File: src/rtl/dlock_pkg.sv
package dlock_pkg;
  localparam int DIAL_W = 6;
  localparam int STEPS  = 3;

  typedef enum logic [1:0] {
    LK_IDLE = 2'd0,
    LK_ONE  = 2'd1,
    LK_TWO  = 2'd2,
    LK_OPEN = 2'd3
  } lk_state_e;

  typedef struct packed {
    logic              turn_right;
    logic [DIAL_W-1:0] pos;
  } step_t;
endpackage

File: src/rtl/dlock_step_table.sv
module dlock_step_table
  import dlock_pkg::*;
#(
  parameter logic [STEPS-1:0]        COMBO_RIGHT = 3'b101,
  parameter logic [STEPS*DIAL_W-1:0] COMBO_POS   = {6'd3, 6'd22, 6'd13}
) (
  input  lk_state_e state,
  output step_t     expect_step,
  output logic      expect_valid
);
  step_t tbl [STEPS];

  for (genvar g = 0; g < STEPS; g++) begin : g_tbl
    assign tbl[g].turn_right = COMBO_RIGHT[g];
    assign tbl[g].pos        = COMBO_POS[g*DIAL_W +: DIAL_W];
  end

  always_comb begin
    expect_valid = 1'b1;
    expect_step  = tbl[0];
    case (state)
      LK_IDLE: expect_step = tbl[0];
      LK_ONE:  expect_step = tbl[1];
      LK_TWO:  expect_step = tbl[2];
      default: begin
        expect_valid = 1'b0;
        expect_step  = '0;
      end
    endcase
  end
endmodule

File: src/rtl/dlock_step_match.sv
module dlock_step_match
  import dlock_pkg::*;
#(
  parameter int DIAL_MAX = 39
) (
  input  step_t             expect_step,
  input  logic              expect_valid,
  input  logic              op_right,
  input  logic [DIAL_W-1:0] op_dial,
  output logic              hit
);
  localparam logic [DIAL_W-1:0] MAX_V = DIAL_W'(DIAL_MAX);

  logic in_range;
  assign in_range = (op_dial <= MAX_V);
  assign hit = expect_valid && in_range &&
               (op_right == expect_step.turn_right) &&
               (op_dial == expect_step.pos);
endmodule

File: src/rtl/dlock_seq_fsm.sv
module dlock_seq_fsm
  import dlock_pkg::*;
(
  input  logic      clk,
  input  logic      rst,
  input  logic      relock,
  input  logic      accept,
  input  logic      hit,
  output lk_state_e state,
  output logic      lock_open
);
  lk_state_e nxt;

  always_comb begin
    nxt = state;
    if (relock) begin
      nxt = LK_IDLE;
    end else if (accept) begin
      if (!hit) begin
        nxt = LK_IDLE;
      end else begin
        case (state)
          LK_IDLE: nxt = LK_ONE;
          LK_ONE:  nxt = LK_TWO;
          LK_TWO:  nxt = LK_OPEN;
          default: nxt = state;
        endcase
      end
    end
  end

  always_ff @(posedge clk) begin
    if (rst) begin
      state     <= LK_IDLE;
      lock_open <= 1'b0;
    end else begin
      state     <= nxt;
      lock_open <= (nxt == LK_OPEN);
    end
  end

  AST_GAP_HOLDS: assert property (@(posedge clk) disable iff (rst)
    (!accept && !relock) |=> $stable(state));
  AST_MISS_TO_IDLE: assert property (@(posedge clk) disable iff (rst)
    (accept && !hit && !relock) |=> (state == LK_IDLE));
  AST_RELOCK_IDLE: assert property (@(posedge clk) disable iff (rst)
    relock |=> (state == LK_IDLE && !lock_open));
  AST_OPEN_FROM_TWO: assert property (@(posedge clk) disable iff (rst)
    (accept && hit && !relock && state == LK_TWO) |=> lock_open);
endmodule

File: src/rtl/dial_combo_lock.sv
module dial_combo_lock
  import dlock_pkg::*;
#(
  parameter int                      DIAL_MAX    = 39,
  parameter logic [STEPS-1:0]        COMBO_RIGHT = 3'b101,
  parameter logic [STEPS*DIAL_W-1:0] COMBO_POS   = {6'd3, 6'd22, 6'd13}
) (
  input  logic              clk,
  input  logic              rst,
  input  logic              relock,
  input  logic              op_valid,
  output logic              op_ready,
  input  logic              op_right,
  input  logic [DIAL_W-1:0] op_dial,
  output logic              lock_open
);
  localparam logic [DIAL_W-1:0] MAX_V = DIAL_W'(DIAL_MAX);

  lk_state_e state;
  step_t     expect_step;
  logic      expect_valid;
  logic      hit;
  logic      accept;

  assign op_ready = !lock_open;
  assign accept   = op_valid && op_ready;

  dlock_step_table #(
    .COMBO_RIGHT(COMBO_RIGHT),
    .COMBO_POS  (COMBO_POS)
  ) u_table (
    .state       (state),
    .expect_step (expect_step),
    .expect_valid(expect_valid)
  );

  dlock_step_match #(.DIAL_MAX(DIAL_MAX)) u_match (
    .expect_step (expect_step),
    .expect_valid(expect_valid),
    .op_right    (op_right),
    .op_dial     (op_dial),
    .hit         (hit)
  );

  dlock_seq_fsm u_fsm (
    .clk      (clk),
    .rst      (rst),
    .relock   (relock),
    .accept   (accept),
    .hit      (hit),
    .state    (state),
    .lock_open(lock_open)
  );

  AST_RESET_IDLE: assert property (@(posedge clk)
    rst |=> (!lock_open && op_ready));
  AST_OPEN_STAYS: assert property (@(posedge clk) disable iff (rst)
    (lock_open && !relock) |=> lock_open);
  AST_RANGE_REJECT: assert property (@(posedge clk) disable iff (rst)
    (accept && op_dial > MAX_V && !relock) |=> (!lock_open && op_ready));
  AST_OPEN_NEEDS_TWO: assert property (@(posedge clk) disable iff (rst)
    (!lock_open && !(accept && state == LK_TWO)) |=> !lock_open);
endmodule

File: config.mk
export PLATFORM = sky130hd
export DESIGN_NAME = dial_combo_lock
export DESIGN_NICKNAME = d
export VERILOG_FILES = /design/src/rtl/dlock_pkg.sv /design/src/rtl/dlock_step_table.sv /design/src/rtl/dlock_step_match.sv /design/src/rtl/dlock_seq_fsm.sv /design/src/rtl/dial_combo_lock.sv
export SDC_FILE = /design/constraint.sdc
export NUM_CORES = 1
export LEC_CHECK = 0
export BUFFER_PORTS_ARGS = -buffer_cell sky130_fd_sc_hd__buf_2
export CORE_AREA = 4 4 41 43
export CTS_CLUSTER_SIZE = 24
export DETAILED_ROUTE_END_ITERATION = 10
export DIE_AREA = 0 0 45 47
export GPL_ROUTABILITY_DRIVEN = 0
export GPL_TIMING_DRIVEN = 0
export MAX_ROUTING_LAYER = met4
export PLACE_DENSITY_LB_ADDON = 0.3
export SLEW_MARGIN = 10
export SYNTH_ARGS = -nofsm -noshare
export SYNTH_HDL_FRONTEND = slang
export SYNTH_HIERARCHICAL = 1
export SYNTH_SLANG_ARGS = --single-unit
File: constraint.sdc
create_clock -name clk -period 7 [get_ports clk]
set_clock_uncertainty 0.2 [all_clocks]
set_input_delay 1.4 -clock clk [delete_from_list [all_inputs] [get_ports clk]]
set_output_delay 1.4 -clock clk [all_outputs]
set_load 0.05 [all_outputs]
Word level (Yosys, flattened, before mapping)
Index checks and enable logic that the tools add are counted.
{"block": "op_classes", "order_cmp": 1, "n_eq_ne": 5, "muxes": 6, "reduce_logical": 7}
{"op": "$pmux W7 S3", "n": 1}
{"op": "$eq A6 B6 Y1", "n": 1}
{"op": "$le A6 B6 Y1 const B", "n": 1}
{"op": "$mux W2", "n": 3}
{"op": "$pmux W2 S3", "n": 1}
{"op": "$eq A2 B2 Y1 const B", "n": 2}
{"op": "$logic_and A1 B1 Y1", "n": 4}
{"op": "$reduce_or A3 Y1", "n": 1}
{"op": "$eq A2 B1 Y1 const B", "n": 1}
{"op": "$logic_not A2 Y1", "n": 1}
{"op": "$eq A1 B1 Y1", "n": 1}
{"op": "$logic_not A1 Y1", "n": 1}
{"op": "$mux W1", "n": 1}
{"block": "word_totals", "ff_bits": 3, "inputBits": 11}

Logic depth before layout (Yosys ltp)
Gate-level depths: netlist of the first run.
{"block": "depth", "word_depth": 10, "mapped_depth": 9, "ltp_nobuf": 8}

Cells and area by module
Netlist of the first run, hierarchy kept.
{"mod": "dlock_seq_fsm", "instances": 1, "cells_per_inst": 12, "area_per_inst_um2": 133.9, "seq_area_each_um2": 60.1}
{"mod": "dlock_step_table", "instances": 1, "cells_per_inst": 13, "area_per_inst_um2": 108.9, "seq_area_each_um2": 0.0}
{"mod": "dlock_step_match", "instances": 1, "cells_per_inst": 13, "area_per_inst_um2": 96.3, "seq_area_each_um2": 0.0}
{"mod": "dial_combo_lock", "instances": 1, "cells_per_inst": 2, "area_per_inst_um2": 10.0, "seq_area_each_um2": 0.0}

Least setup slack after synthesis of the first run
OpenSTA, ideal clock, no wires.
{"block": "synth_path", "kind": "input to register", "start": "input port op_dial[3]", "end": "register u_fsm.state[1]", "arrival_ns": 2.341, "setup_slack_ns": 4.356, "stages": 5, "path_buffers": 0, "cell_sequence": "xnor2_1 nand3_1 nor4_2 inv_1 a2111oi_2"}
{"block": "synth_via", "elab_chain_cells": 7, "elab_cells_between_ends": 8}
{"element": "start, declared", "line": "dial_combo_lock.sv:14", "source": "input logic [DIAL_W-1:0] op_dial,"}
{"element": "$le A6 B6 Y1", "line": "dlock_step_match.sv:15", "source": "assign in_range = (op_dial <= MAX_V);"}
{"element": "$logic_and A1 B1 Y1 (2 in a row)", "line": "dlock_step_match.sv:16", "source": "assign hit = expect_valid && in_range &&"}
{"element": "$logic_and A1 B1 Y1 *", "line": "dlock_step_match.sv:17", "source": "(op_right == expect_step.turn_right) &&"}
{"element": "net hit", "line": "dial_combo_lock.sv:22", "source": "logic hit;"}
{"element": "$mux W2 *", "line": "dlock_seq_fsm.sv:19", "source": "if (!hit) begin"}
{"element": "$mux W2 *", "line": "dlock_seq_fsm.sv:18", "source": "end else if (accept) begin"}
{"element": "$mux W2 *", "line": "dlock_seq_fsm.sv:16", "source": "if (relock) begin"}
{"element": "end signal, assigned", "line": "dlock_seq_fsm.sv:37", "source": "state <= nxt;"}
{"element": "end, declared", "line": "dlock_seq_fsm.sv:9", "source": "output lk_state_e state,"}
The timed path passes the listed nets; every way through them passes the cells marked *.
A chain may end at the register's enable or synchronous reset.

Worst setup path in the final report of the first run
Ends and elaborated chain as after synthesis.

==> out/qor.yml, run 1 <==
power:
  leakagePower_nw: 0.1781
  ir_drop_mv: 0.09852
  powerDensity_nw_per_um2: 123.0
global_route:
  grt_pass1_wl_mm: 1.021
  grt_pass1_vias: 286
  grt_max_degree: 7
  grt_overflow: 0
  antenna_found_initial: 0
  grt_use_total_pct: 7.009
routing:
  first_iter_violations: 1
  routed-via-count: 301
  routedWlPerCell_um: 9.113
  wirelength_um: 647
  first_pass_iters: 3
  routed_via_density: 4.239
  ant_nets: 0
  drc: 0
floorplanning:
  ios: 13
  initial_core_util_pct: 26.83
  die_w_um: 45
  coreArea_sq_um: 1301
  rows: 13
  die_y_um: 47
  fp.dieArea_sq_um: 2115
cells_and_area:
  area_delta_synth_final_pct: 30.11
  drive_above_1_share_pct: 41.07
  final_common_cell: "buf_2"
  final_core_util_pct: 34.90
  layout_common_cells: "buf_2, xnor2_1, inv_1, ha_1"
  diodes: 0
  fin_nets: 73
  fin_area_sq_um: 454.2
worst_setup_path:
  crit_buf_inv: 2
  worstPathMaxFanout: 3
  slowest_stage: "nor4_2"
  worstPathRequired_ns: 6.92
  rr_endpoint: "u_fsm/state[1]"
  critPathLaunchType: "input pin"
  cp.arrival_ns: 2.58
  rr_worst_depth: 9
  rrSetupSlack_ns: 4.58
  cp_cell_sequence: "buf_2, xnor2_1, nand3_1, nor4_2, inv_1, a2111oi_2"
  path_class: "input pin to flip-flop"
  end_kind: "flip-flop"
  worst_path_dominant_cell_family: "simple AND/OR/NAND/NOR gates"
  r2r-start: "u_fsm/state[0]"
  cpPeakStageDelay_ns: 0.36
timing:
  clock.fmax_mhz: 376.8
  timing.final.hold_violations: 0
  finalSetupTns_ns: 0
  post-route-min-period_ns: 2.654
  setup_viol: 0
  period_share_pct: 37.91
  holdWs_ns: 0.3828
  slew_violations: 0
  rsz0062_at_grt: "no"
placement:
  dpl_cell_area_sq_um: 427.9
  io_buffers: 12
  dp_hpwl_um: 518.1
clock_network:
  cts_tree: "done"
  postCtsSetupBuffers: 0
  cts-hold-fix-buffers: 0
  cts-resized-gates: 0
  cts_made_buffers: 3
  clk_pin_slew_ns: 0.04
  htree_levels: 1
  cts_buffer_depth: 2
  cts-root-buf: "clkbuf_4"
  worstSkewPairLatency_ns: 0.23
  cts.sinks: 3
hold_path:
  hold_path.class: "flip-flop to flip-flop"
  hp-start: "u_fsm/state[1]"
  min_delay_worst_endpoint: "u_fsm/lock_open"
  holdPathStages: 1
logic_synthesis:
  seq_area_frac_synth_pct: 17.20
  yosysTopAreaCell: "ha_1"
  synth_nets: 56
  yosys_warnings: 6
  synth-seq-cells: 3
  yosysTopAreaCellShare_pct: 17.92
  synth.avg_cell_area_sq_um: 8.727
  synth.distinct_cells: 22
  ys_top_cells_by_area: "ha_1, dfxtp_1, xnor2_1"
  mappedNetlistArea_sq_um: 349.1
  syn-instance-count: 40
outcome:
  outcome: "complete, no violations"
job:
  drv_cap: 0
## worst max-delay path by stage
stage,start,endpoint,cells past startpoint
2_1_floorplan,op_dial[3],u_fsm/state[1],5
3_3_place_gp,op_dial[3],u_fsm/state[1],6
3_5_place_dp,op_dial[3],u_fsm/state[1],6
4_1_cts,op_dial[3],u_fsm/state[1],6
5_1_grt,op_dial[3],u_fsm/state[1],6
6_report,op_dial[3],u_fsm/state[1],6
## report_power, final
part	total (mW)	internal [mW]	switching, mW
logic	0.00799	0.00442	0.00357
registers	0.0172	0.0172	0.0000122
clock network	0.0307	0.0214	0.00929
## layer usage
metal	part of all wire, %	routed length (um)	GRT usage, %	vias to the layer above
met5	0	0	-	-
met4	0	0	0	0
met3	12	75	4.598	0
met2	38	247	11.58	12
met1	50	323	7.483	126
li1	-	-	-	163
## cell usage after synthesis (all sizes together)
cell,number
conb,1
buf,2
nand3,2
nor2b,2
nor3,1
nor2,1
o21ba,1
or2,1
xnor2,6
nor4b,1
ha,5
nand2,1
a2111oi,1
nand2b,2
a31oi,1
a21oi,2
inv,5
nor4,1
a21boi,1
dfxtp,3
## stage by stage
stage / cells / total power, mW / setup WS [ns]
detailed placement: 67 / 0.02552 / 4.084
global placement: 67 / 0.02542 / 4.104
CTS: 71 / 0.05721 / 4.320
finish: 71 / 0.05586 / 4.346
global route: 71 / 0.06044 / 4.226
floorplan: 40 / 0.02157 / 4.356
## registers in the layout, indices dropped and copies added, names as in the netlist
| name | count |
|---|---|
| u_fsm/state | 2 |
| u_fsm/lock_open | 1 |
## cell families (layout without fill, tap and decap cells)
| logic type | Yosys count | after routing | share of synthesized area [%] |
|---|---|---|---|
| other cells | 1 | 1 | 1.074 |
| compound gates | 6 | 6 | 15.05 |
| xor+xnor | 6 | 6 | 15.05 |
| fa+ha+maj | 5 | 5 | 17.92 |
| simple gates | 12 | 12 | 24.01 |
| flops | 3 | 3 | 17.20 |
| buf+inv | 7 | 23 | 9.677 |
## layout make-up
type                    instances  area, sq um
flip-flops and latches          3        60.06
clock buffers                   4        26.28
repair buffers                 12        60.06
well taps                      15        18.77
plain buffers                   2        15.01
fillers                       143        847.1
inverters                       5        18.77
multi-input cells              30        255.2
(Power assumes the default switching activity.)
==> run 2: changes to the inputs <==
==> constraint.sdc (replaced) <==
create_clock -name clk -period 2.2 [get_ports clk]
set_clock_uncertainty 0.2 [all_clocks]
set_input_delay 0.44 -clock clk [delete_from_list [all_inputs] [get_ports clk]]
set_output_delay 0.44 -clock clk [all_outputs]
set_load 0.05 [all_outputs]
==> run 2 against run 1 <==
Via count rose by 4.7%. Die area did not move. Core utilization rose by 9.6 points. Design area rose by 28%. Sequential share of layout area fell by 1.6 points. Sequential power rose to 3.0 times the previous value. Non-clock buffer count rose by 4. Total power rose to 3.3 times the previous value. Clock power rose to 3.2 times the previous value. Global-route usage rose by 0.56 points. Hold slack got worse by 0.16 ns. First-iteration DRC count did not move. Critical path type is now flip-flop to flip-flop. Critical endpoint unchanged. Largest cell class unchanged.
==> out/qor.yml, run 2 (same netlist as run 1, synthesis figures left out) <==
worst_setup_path:
  cp_cell_sequence: "inv_4, ha_4, or2_4, buf_6, xnor2_2, nand2_2, nor4_4, inv_1, a2111oi_4"
  path_class: "flip-flop to flip-flop"
  slowest_stage: "dfxtp_4"
  worstPathRequired_ns: 2.12
  worst_path_dominant_cell_family: "simple AND/OR/NAND/NOR gates"
  critPathLaunchType: "flip-flop"
  end_kind: "flip-flop"
  rrSetupSlack_ns: 0.02
  crit_buf_inv: 3
  worstPathMaxFanout: 4
  cp.arrival_ns: 2.10
  cpPeakStageDelay_ns: 0.37
routing:
  drc: 0
  first_iter_violations: 1
  routedWlPerCell_um: 9.587
  first_pass_iters: 2
  ant_nets: 0
  wirelength_um: 719
  routed-via-count: 315
  routed_via_density: 4.200
power:
  leakagePower_nw: 0.2340
  ir_drop_mv: 0.3230
  power_frac_clock_pct: 53.4
  powerDensity_nw_per_um2: 315.5
  netSwitchingPower_uw: 45.85
  internal-power_uw: 136.9
  power_frac_seq_pct: 28.6
  total_power_uw: 182.8
  p_sw_share_pct: 25.08
  pwr-share-comb_pct: 18.0
clock_network:
  cts_made_buffers: 3
  worstSkewPairLatency_ns: 0.23
  cts-hold-fix-buffers: 0
  cts.sinks: 3
  cts_tree: "done"
  cts_buffer_depth: 2
  htree_levels: 1
  clk_pin_slew_ns: 0.04
  cts-root-buf: "clkbuf_4"
timing:
  slew_violations: 0
  setup_ws_ns: 0.01735
  timing.final.hold_violations: 0
  rsz0062_at_grt: "yes"
  tightest_slew_ns: 0.5521
  relSlewSlack_pct: 63.12
  post-route-min-period_ns: 2.183
  clock.fmax_mhz: 458.2
  setup_viol: 0
  period_share_pct: 99.21
placement:
  io_buffers: 12
  pre_cts_ws_ns: -0.2597
  dp_hpwl_um: 518.1
cells_and_area:
  fin_nets: 77
  area_delta_synth_final_pct: 65.95
  reg_top3: "u_fsm/state: 2 flops, u_fsm/lock_open: 1 flops"
  final_core_util_pct: 44.52
  drive_above_1_share_pct: 68.33
  regMostFlops: "u_fsm/state"
  layout_common_cells: "buf_2, buf_4"
  diodes: 0
  largest_reg_flops: 2
  final_common_cell: "buf_2"
floorplanning:
  initial_core_util_pct: 26.83
  die_y_um: 47
  ios: 13
  coreArea_sq_um: 1301
  rows: 13
  fp.dieArea_sq_um: 2115
  die_w_um: 45
global_route:
  grt_use_total_pct: 7.573
  grt_max_degree: 6
  grt_pass1_vias: 295
  antenna_found_initial: 0
  grt_pass1_wl_mm: 1.090
  grt_overflow: 0
outcome:
  outcome: "complete, no violations"
job:
  drv_cap: 0
hold_path:
  hold_path.class: "input pin to flip-flop"
[run 2: cell types whose count changed in the layout (fill, tap and decap cells not counted), moves of 2 or more]
cell and delta:
ha_1 -3, xnor2_1 -3, ha_2 +2, buf_4 +3, inv_1 -2, dfxtp_1 -2
xnor2_2 +3, dfxtp_4 +2
[run 2: timing repair]
action,CTS,global route
pin swaps,5,6
resized for setup,13,9
setup endpoints to repair,3,2
buffers inserted,3,2
[run 2: worst paths after layout]
kind / startpoint / end / cells after the start
worst max-delay path: u_fsm/state[1] / u_fsm/state[1] / 9
worst max register to register: u_fsm/state[1] / u_fsm/state[1] / 9
worst min register to register: u_fsm/state[1] / u_fsm/lock_open / 2
worst min-delay path: relock / u_fsm/state[1] / 2
[run 2: stage by stage]
step	instances	cell area, sq um	setup TNS (ns)	hold slack (ns)
detailed placement	67	427.9	-0.4879	0.3823
global placement	67	427.9	-0.3821	0.3809
floorplan	40	349.1	0	0.3089
CTS	73	516.7	0	0.2034
finish	75	579.3	0	0.2256
global route	75	579.3	-0.1809	0.2200
[run 2: routing by layer]
layer  wire (um)  track usage, %  up-vias  share of wire, %
li1            -               -      170                 -
met1         313           7.692      131                44
met2         319           13.28       14                44
met3          86           4.598        0                12
met4           0               0        0                 0
met5           0               -        -                 0
[run 2: area by class of cell]
type                       count  area [sq um]
fill                         137         721.9
inverter                       5         21.27
clock buffer                   4         26.28
sequential                     3         67.56
timing repair buffer          17         101.3
tap                           15         18.77
buffer                         1         7.507
multi-input combinational     30         336.6
[run 2: power by group through the flow]
stage	registers (mW)	clock network [mW]	logic [mW]
finish	0.0523	0.0977	0.0329
floorplan	0.0556	0	0.0131
global route	0.0522	0.109	0.0357
global placement	0.0556	0	0.0253
detailed placement	0.0556	0	0.0256
CTS	0.0523	0.102	0.0299
